### src/rtl/pgbuf_pkg.sv
package pgbuf_pkg;
  typedef enum logic {ST_IDLE, ST_LOAD} pgbuf_state_t;

  typedef struct packed {
    logic clearAll;     // refill image, forget page base
    logic captureAddr;  // latch load address
    logic commitData;   // write load data at latched address
  } pgbuf_ctl_t;
endpackage

### src/rtl/pgbuf_ctrl.sv
module pgbuf_ctrl
  import pgbuf_pkg::*;
#(
  parameter int TIMEOUT_US = 100
) (
  input  logic       clk,
  input  logic       rstN,
  input  logic       armStart,
  input  logic       wrFall,
  input  logic       wrRise,
  input  logic       usTick,
  output pgbuf_ctl_t ctl,
  output logic       progStart
);
  localparam int CNT_W = $clog2(TIMEOUT_US + 1);
  localparam logic [CNT_W-1:0] LAST_CNT = CNT_W'(TIMEOUT_US - 1);

  pgbuf_state_t     state;
  logic             winRun;
  logic             addrHeld;
  logic [CNT_W-1:0] tickCnt;

  always_comb begin
    ctl.clearAll    = armStart;
    ctl.captureAddr = (state == ST_LOAD) && !armStart && wrFall;
    ctl.commitData  = (state == ST_LOAD) && !armStart && !wrFall && wrRise && addrHeld;
  end

  always_ff @(posedge clk) begin
    if (!rstN) begin
      state     <= ST_IDLE;
      winRun    <= 1'b0;
      addrHeld  <= 1'b0;
      tickCnt   <= '0;
      progStart <= 1'b0;
    end else begin
      progStart <= 1'b0;
      if (armStart) begin
        state    <= ST_LOAD;
        winRun   <= 1'b0;
        addrHeld <= 1'b0;
        tickCnt  <= '0;
      end else if (state == ST_LOAD) begin
        if (ctl.captureAddr) begin
          winRun   <= 1'b0;
          addrHeld <= 1'b1;
        end else if (ctl.commitData) begin
          winRun   <= 1'b1;
          addrHeld <= 1'b0;
          tickCnt  <= '0;
        end else if (winRun && usTick) begin
          if (tickCnt == LAST_CNT) begin
            progStart <= 1'b1;
            winRun    <= 1'b0;
            state     <= ST_IDLE;
          end else begin
            tickCnt <= tickCnt + 1'b1;
          end
        end
      end
    end
  end

  // the start request lasts one cycle
  a_r6_start_one_cycle: assert property (@(posedge clk) disable iff (!rstN)
    progStart |=> !progStart);

  // a falling strobe while loading blocks the start in the next cycle
  a_r7_fall_blocks_start: assert property (@(posedge clk) disable iff (!rstN)
    (state == ST_LOAD && wrFall && !armStart) |=> !progStart);

  // arming never yields an immediate start
  a_r8_arm_no_start: assert property (@(posedge clk) disable iff (!rstN)
    armStart |=> !progStart);
endmodule

### src/rtl/pgbuf_data.sv
module pgbuf_data
  import pgbuf_pkg::*;
#(
  parameter int PAGE_BYTES = 128,
  parameter int ADDR_W     = 21
) (
  input  logic                               clk,
  input  logic                               rstN,
  input  pgbuf_ctl_t                         ctl,
  input  logic                               armByteMode,
  input  logic [ADDR_W-1:0]                  wrAddr,
  input  logic [15:0]                        wrData,
  output logic [PAGE_BYTES*8-1:0]            pageImage,
  output logic [ADDR_W-$clog2(PAGE_BYTES)-1:0] pageBase
);
  localparam int IDX_W  = $clog2(PAGE_BYTES);
  localparam int BASE_W = ADDR_W - IDX_W;

  logic                    byteMode;
  logic                    havePage;
  logic [ADDR_W-1:0]       latAddr;
  logic [PAGE_BYTES*8-1:0] imgReg;
  logic [IDX_W-1:0]        latIdx;
  logic [BASE_W-1:0]       latPage;
  logic                    pageOk;

  assign latIdx    = latAddr[IDX_W-1:0];
  assign latPage   = latAddr[ADDR_W-1:IDX_W];
  assign pageOk    = !havePage || (latPage == pageBase);
  assign pageImage = imgReg;

  always_ff @(posedge clk) begin
    if (!rstN) begin
      byteMode <= 1'b1;
      havePage <= 1'b0;
      latAddr  <= '0;
      pageBase <= '0;
    end else begin
      if (ctl.clearAll) begin
        byteMode <= armByteMode;
        havePage <= 1'b0;
      end else if (ctl.commitData && !havePage) begin
        havePage <= 1'b1;
        pageBase <= latPage;
      end
      if (ctl.captureAddr) latAddr <= wrAddr;
    end
  end

  always_ff @(posedge clk) begin
    if (!rstN || ctl.clearAll) begin
      imgReg <= '1;
    end else if (ctl.commitData && pageOk) begin
      for (int b = 0; b < PAGE_BYTES; b++) begin
        if (byteMode) begin
          if (latIdx == IDX_W'(b)) imgReg[b*8 +: 8] <= wrData[7:0];
        end else begin
          if (latIdx[IDX_W-1:1] == (IDX_W-1)'(b >> 1))
            imgReg[b*8 +: 8] <= (b % 2 == 0) ? wrData[7:0] : wrData[15:8];
        end
      end
    end
  end

  // once a page is owned, its base only changes by re-arming
  a_r5_base_stable: assert property (@(posedge clk) disable iff (!rstN)
    (havePage && !ctl.clearAll) |=> $stable(pageBase));

  // a load aimed at another page leaves the image untouched
  a_r5_foreign_untouched: assert property (@(posedge clk) disable iff (!rstN)
    (ctl.commitData && havePage && latPage != pageBase && !ctl.clearAll) |=> $stable(imgReg));
endmodule

### src/rtl/page_load_buffer.sv
module page_load_buffer
  import pgbuf_pkg::*;
#(
  parameter int PAGE_BYTES = 128,
  parameter int ADDR_W     = 21,
  parameter int TIMEOUT_US = 100
) (
  input  logic                                 clk,
  input  logic                                 rstN,
  input  logic                                 armStart,
  input  logic                                 armByteMode,
  input  logic                                 wrFall,
  input  logic                                 wrRise,
  input  logic [ADDR_W-1:0]                    wrAddr,
  input  logic [15:0]                          wrData,
  input  logic                                 usTick,
  output logic [PAGE_BYTES*8-1:0]              pageImage,
  output logic [ADDR_W-$clog2(PAGE_BYTES)-1:0] pageBase,
  output logic                                 progStart
);
  pgbuf_ctl_t ctl;

  pgbuf_ctrl #(.TIMEOUT_US(TIMEOUT_US)) u_ctrl (
    .clk(clk), .rstN(rstN), .armStart(armStart), .wrFall(wrFall),
    .wrRise(wrRise), .usTick(usTick), .ctl(ctl), .progStart(progStart)
  );

  pgbuf_data #(.PAGE_BYTES(PAGE_BYTES), .ADDR_W(ADDR_W)) u_data (
    .clk(clk), .rstN(rstN), .ctl(ctl), .armByteMode(armByteMode),
    .wrAddr(wrAddr), .wrData(wrData), .pageImage(pageImage), .pageBase(pageBase)
  );
endmodule

### config.mk
export PLATFORM = sky130hd
export DESIGN_NAME = page_load_buffer
export DESIGN_NICKNAME = d
export VERILOG_FILES = /design/src/rtl/pgbuf_pkg.sv /design/src/rtl/pgbuf_ctrl.sv /design/src/rtl/pgbuf_data.sv /design/src/rtl/page_load_buffer.sv
export SDC_FILE = /design/constraint.sdc
export NUM_CORES = 2
export LEC_CHECK = 0
export BUFFER_PORTS_ARGS = -buffer_cell sky130_fd_sc_hd__buf_2
export CORE_AREA = 3 3 422 424
export DETAILED_ROUTE_END_ITERATION = 8
export DIE_AREA = 0 0 425 427
export PLACE_DENSITY = 0.54
export SYNTH_ARGS = -nofsm -noshare
export SYNTH_HDL_FRONTEND = slang
export SYNTH_SLANG_ARGS = --single-unit
### constraint.sdc
create_clock -name clk -period 2.5 [get_ports clk]
set_clock_uncertainty 0.2 [all_clocks]
set_input_delay 0.75 -clock clk [delete_from_list [all_inputs] [get_ports clk]]
set_output_delay 0.75 -clock clk [all_outputs]
set_load 0.1 [all_outputs]
## Yosys cells after proc, flatten, opt, wreduce, memory -nomap -nowiden

Index checks and enable logic that the tools add are counted.

- Register bits: 1072
- Memories: 0
- RAM bits: 0
- Bits in read-only memories: 0
- Output and inout port bits: 1039
- Latch bits: 0

- Reductions and logical operators: 218
- Shifts and indexed selects: 0
- Add/sub/neg operators: 1
- Muxes and demuxes: 400
- Bitwise logic cells: 5
- $lt $le $gt $ge: 0
- Eq/ne operators: 321
- $mul: 0
- Divide/modulo/power cells: 0

Operators by type and width:

| operator | count |
|---|---|
| $mux W8 | 384 |
| $eq A7 B7 Y1 const B | 65 |
| $reduce_and A3 Y1 | 129 |
| $ne A2 B2 Y1 const B | 128 |
| $eq A7 B6 Y1 const B | 32 |
| $eq A6 B6 Y1 const B | 32 |
| $reduce_bool A2 Y1 | 66 |
| $eq A7 B5 Y1 const B | 16 |
| $eq A6 B5 Y1 const B | 16 |
| $eq A7 B4 Y1 const B | 8 |
| $eq A6 B4 Y1 const B | 8 |
| $eq A7 B3 Y1 const B | 4 |
| $eq A6 B3 Y1 const B | 4 |
| $mux W7 | 3 |
| $eq A14 B14 Y1 | 1 |
| $eq A7 B2 Y1 const B | 2 |
| $mux W1 | 13 |
| $eq A6 B2 Y1 const B | 2 |
| $logic_and A1 B1 Y1 | 8 |
| $add A7 B1 Y7 const B | 1 |
| $eq A7 B1 Y1 const B | 1 |
| $logic_not A7 Y1 | 1 |
| $eq A6 B1 Y1 const B | 1 |
| $logic_not A6 Y1 | 1 |
| 9 further kinds | 19 |

## Logic depth before layout (Yosys ltp)

- Word-level depth: 9
- Depth in mapped cells: 8

## By module

From an unflattened synthesis, not the netlist that was laid out.

- Cells, all modules: 3490
- Area total of the unflattened synthesis: 38271.7 µm²

Modules (own cells, without submodules):

| module | sequential area each (µm²) | area each (µm²) | times used | cells each |
|---|---|---|---|---|
| pgbuf_data | 21240.4 | 37667.4 | 1 | 3422 |
| pgbuf_ctrl | 220.2 | 604.3 | 1 | 68 |

## Least setup slack after synthesis

OpenSTA, ideal clock, no wires.

- Kind: flip-flop to flip-flop
- From: register u_data.pageBase[13]
- To: register u_data.imgReg[703], in the netlist u_data.pageImage[703]
- Period minus slack after synthesis: 2.968 ns
- Cell stages (with the launch flop): 8
- Path buffers: 2
- Setup slack: -0.468 ns
- Data required time: 2.227 ns
- Arrival time: 2.695 ns
- Setup time: 0.073 ns
- Cells stage by stage: dfxtp_1 > xnor2_1 > nand4_1 > o41a_1 > buf_4 > buf_6 > nor3_4 > mux2i_1

- Cells in the longest elaborated chain, start to end: 4

Ends and longest elaborated chain:

| item | RTL line | RTL |
|---|---|---|
| start, declared | pgbuf_data.sv:14 | `output logic [ADDR_W-$clog2(PAGE_BYTES)-1:0] pageBase` |
| start signal, assigned | pgbuf_data.sv:44 | `pageBase <= latPage;` |
| $eq A14 B14 Y1 | pgbuf_data.sv:29 | `assign pageOk = !havePage \|\| (latPage == pageBase);` |
| $logic_or A1 B1 Y1 | pgbuf_data.sv:29 |  |
| $logic_and A1 B1 Y1 | pgbuf_data.sv:53 | `end else if (ctl.commitData && pageOk) begin` |
| $reduce_and A3 Y1 (no source line) | -- |  |
| end signal, assigned by index | pgbuf_data.sv:56 | `if (latIdx == IDX_W'(b)) imgReg[b*8 +: 8] <= wrData[7:0];` |
| end signal, assigned by index | pgbuf_data.sv:59 | `imgReg[b*8 +: 8] <= (b % 2 == 0) ? wrData[7:0] : wrData[15:8];` |
| end, declared | pgbuf_data.sv:22 | `logic [PAGE_BYTES*8-1:0] imgReg;` |

Every way passes these cells.
A chain may end at the register's enable or synchronous reset.

## Worst setup path in the final report

- From: register u_data.pageBase[13]
- To: register u_data.imgReg[405], in the netlist u_data.pageImage[405]

Same word-level chain as after synthesis.

==> flow_metrics.env <==
export IMPL_fmax_mhz=385
export IMPL_drt_initial_drc_count=2120
export IMPL_dr_total_vias=35100
export IMPL_routed_via_density=4.53
export IMPL_multiInputGateArea_um2=19000
export IMPL_nets=5360
export IMPL_relSlewSlack=0.574
export IMPL_maxCapViolCount=0
export IMPL_cp_required_ns=2.98
export IMPL_hold_depth=3
export IMPL_worstPathCellList="xnor2_2 -> nand4_1 -> o41a_4 -> clkbuf_16 -> buf_16 -> nor3_4 -> buf_12 -> mux2i_1"
export IMPL_synth_area_um2=41200
export IMPL_overflow=0
export IMPL_ys_types=39
export IMPL_synth_warnings=0
export IMPL_grt_pass1_wl_um=267000
export IMPL_hpwl_um=145000
export IMPL_die_h_um=427
export IMPL_rr_worst_depth=8
export IMPL_fin_crit_sh=1.04
export IMPL_clk_path_buf_depth=3
export IMPL_drv_slew=0
export IMPL_root_buffer="clkbuf_16"
export IMPL_place_gp_congestion=0.863
export IMPL_drive_gt1_frac=0.356
export IMPL_stdcell_count=7748
export IMPL_drtAntennaViolNets=0
export IMPL_initial_core_util=0.237
export IMPL_cp_arrival_ns=3.07
export IMPL_nFillCells=17400
export IMPL_endpoint_kind="flop"
export IMPL_grt_start_max_net_pins=58
export IMPL_cts_tree="done"
export IMPL_global_route_usage_total=0.206
export IMPL_r2r_start="u_data.pageBase[13]$_SDFFE_PN0P_"
export IMPL_utilization=0.356
export IMPL_dieArea_um2=181000
export IMPL_final_area_um2=62100
export IMPL_start_kind="flop"
export IMPL_io_pins=1083
export IMPL_regArea_um2=21500
export IMPL_htree_levels=3
export IMPL_routedWlPerCell_um=25.4
export IMPL_slowest_delay_ns=0.56
export IMPL_rrSetupSlack_ns=-0.1
export IMPL_async_flop_share=0
export IMPL_io_buffers=1082
export IMPL_setup_violations_final=293
export IMPL_dr_pass1_iters=5
export IMPL_synth_edf_count=0
export IMPL_failed_checks="negative setup slack"
export IMPL_timing_rr_end="u_data.pageImage[405]$_SDFFE_PP1P_"
export IMPL_max_vdd_ir_drop_uv=622
export IMPL_antenna_found_initial=11
export IMPL_powerDensity_nw_per_um2=602
export IMPL_hold_worst_slack_ns=0.0852
export IMPL_rsz0062_at_grt="true"
export IMPL_cp_slowest_cell="o41a_4"
export IMPL_min_to="u_data.latAddr[18]$_SDFFE_PN0P_"
export IMPL_syn_area_per_cell_um2=10.4
export IMPL_status="finished with violations"
export IMPL_die_x_um=425
export IMPL_seq_area_frac_synth=0.520
export IMPL_tightest_slew_ns=0.639
export IMPL_synth_seq_cells=1072
export IMPL_path_max_fanout=8
export IMPL_placed_cell_area_um2=54100
export IMPL_synth_ff_type="dfxtp_1"
export IMPL_worstSetupPathType="flop to flop"
export IMPL_dp_slack_ns=-0.439
export IMPL_syn_num_nets=4025
export IMPL_clock_latency_ns=0.77
export IMPL_numCtsBuffers=120
export IMPL_hold_viol=0
export IMPL_setup_ws_ns=-0.0951
export IMPL_clkTransAtPathRegs_ns=0.06
export IMPL_syn2layout_area_growth_pct=50.5
export IMPL_totalWireLength_um=197000
export IMPL_grt_pass1_vias=34400
export IMPL_post_route_drc_count=0
export IMPL_leakagePower_nw=20.8
export IMPL_core_area_um2=174000
export IMPL_synthCells=3980
export IMPL_hold_start="wrAddr[18]"
export IMPL_dp_cells=7488
export IMPL_hold_class="input port to flop"
export IMPL_finalCriticalPeriod_ns=2.60
export IMPL_rows=153
export IMPL_clock_sinks=1072
## how the worst max path moves through the flow
stage                                          start                                  to  slack, ns  cells past startpoint
CTS                  u_data.pageBase[6]$_SDFFE_PN0P_   u_data.pageImage[59]$_SDFFE_PP1P_      -0.13                      9
global route        u_data.pageBase[13]$_SDFFE_PN0P_  u_data.pageImage[878]$_SDFFE_PP1P_      -0.23                      8
detailed placement                          armStart  u_data.pageImage[529]$_SDFFE_PP1P_      -0.44                      9
floorplan                                   armStart  u_data.pageImage[759]$_SDFFE_PP1P_      -0.06                      6
finish              u_data.pageBase[13]$_SDFFE_PN0P_  u_data.pageImage[405]$_SDFFE_PP1P_       -0.1                      8
global placement                            armStart  u_data.pageImage[530]$_SDFFE_PP1P_      -0.53                      9
## registers in the layout, indices dropped and copies added, names as in the netlist
signal            cells
u_ctrl.addrHeld       1
u_ctrl.progStart      1
u_ctrl.state          1
u_ctrl.tickCnt        7
u_ctrl.winRun         1
u_data.byteMode       1
u_data.havePage       1
u_data.latAddr       21
u_data.pageBase      14
u_data.pageImage   1024
## per-layer routing
layer,track usage,part of all wire,vias up,wire length (µm)
met5,0,0.00022,-,43
met2,0.358,0.49,1177,97200
li1,-,-,16100,-
met3,0.0413,0.053,337,10400
met1,0.245,0.41,17500,79900
met4,0.0882,0.048,6,9350
## power breakdown
| group | switching (mW) | leakage (nW) | internal, mW |
|---|---|---|---|
| clock network | 7.72 | 2.09 | 11.1 |
| registers | 0.0177 | 8.68 | 17.1 |
| logic | 0.969 | 9.98 | 0.432 |
## critical path, delay by kind of cell (launching register included)
family / cells / cell delay [ns]
buffers and inverters: 3 / 0.61
AOI/OAI and AO/OA: 1 / 0.56
and+or+nand+nor: 2 / 0.40
DFF: 1 / 0.36
muxes: 1 / 0.20
xor gates and xnor gates: 1 / 0.15
## layout make-up
cell class                      instances  area share
Tap cell                             2325      0.0469
Antenna cell                            4    0.000161
Clock buffer                          171      0.0570
Multi-Input combinational cell       2627       0.306
Sequential cell                      1072       0.347
Clock inverter                         55      0.0113
Timing Repair Buffer                 1492       0.231
Inverter                                2    0.000121
## through the flow
stage	setup TNS (ns)	total power, mW
after floorplan	-14.14	18.0
after global placement	-408.83	18.9
final	-7.62	37.4
after global routing	-93.93	38.5
after CTS	-88.60	37.8
after detailed placement	-315.59	18.9
## cell usage in the layout (no fill, tap or decap), types with 69 or more instances in the layout
cell type  count
a21oi_1      133
nor2_1      1097
clkbuf_16    128
buf_4        238
dfxtp_1     1029
mux2i_1     1018
buf_12       213
nand2_1       69
clkbuf_4     913
nor3_4       130
## cells by family (layout without fill, tap and decap cells)
group	Yosys count	in the layout	synth area share
buf+inv	281	1720	0.0289
compound gates	204	204	0.0279
simple gates	1383	1383	0.171
mux	1025	1025	0.249
flops	1072	1072	0.520
fa+ha+maj	1	1	0.000303
other cells	0	4	0
xor+xnor	14	14	0.00297
## what timing repair did
action,CTS,global route
setup buffers,4,6
pin swaps,50,78
endpoints found under the hold margin,10,0
cloned,4,7
endpoints found under the setup margin,2063,1948
hold buffers,10,0
gates resized for setup,235,984
## Yosys cell counts, types with 4 or more instances
cell type     n  area share
nor3_1        7     0.00085
o21ai_0      18      0.0022
or3_1         5     0.00076
xnor2_1      14      0.0030
nor2b_1       9      0.0014
nand4b_1      4     0.00085
nand4bb_1     4      0.0011
nand3_1       7     0.00085
clkbuf_1    239       0.022
nand2b_1      9      0.0014
nand4_1       4     0.00061
nor3_4      128       0.050
or4b_2        5      0.0012
a21boi_0     36      0.0066
a211oi_1      8      0.0015
dfxtp_1    1072        0.52
mux2i_1    1025        0.25
nand2_1      69      0.0063
nor2_1     1117        0.10
a21oi_1     137       0.017
buf_6        13      0.0036
buf_2        22      0.0027
(Power assumes the default switching activity.)
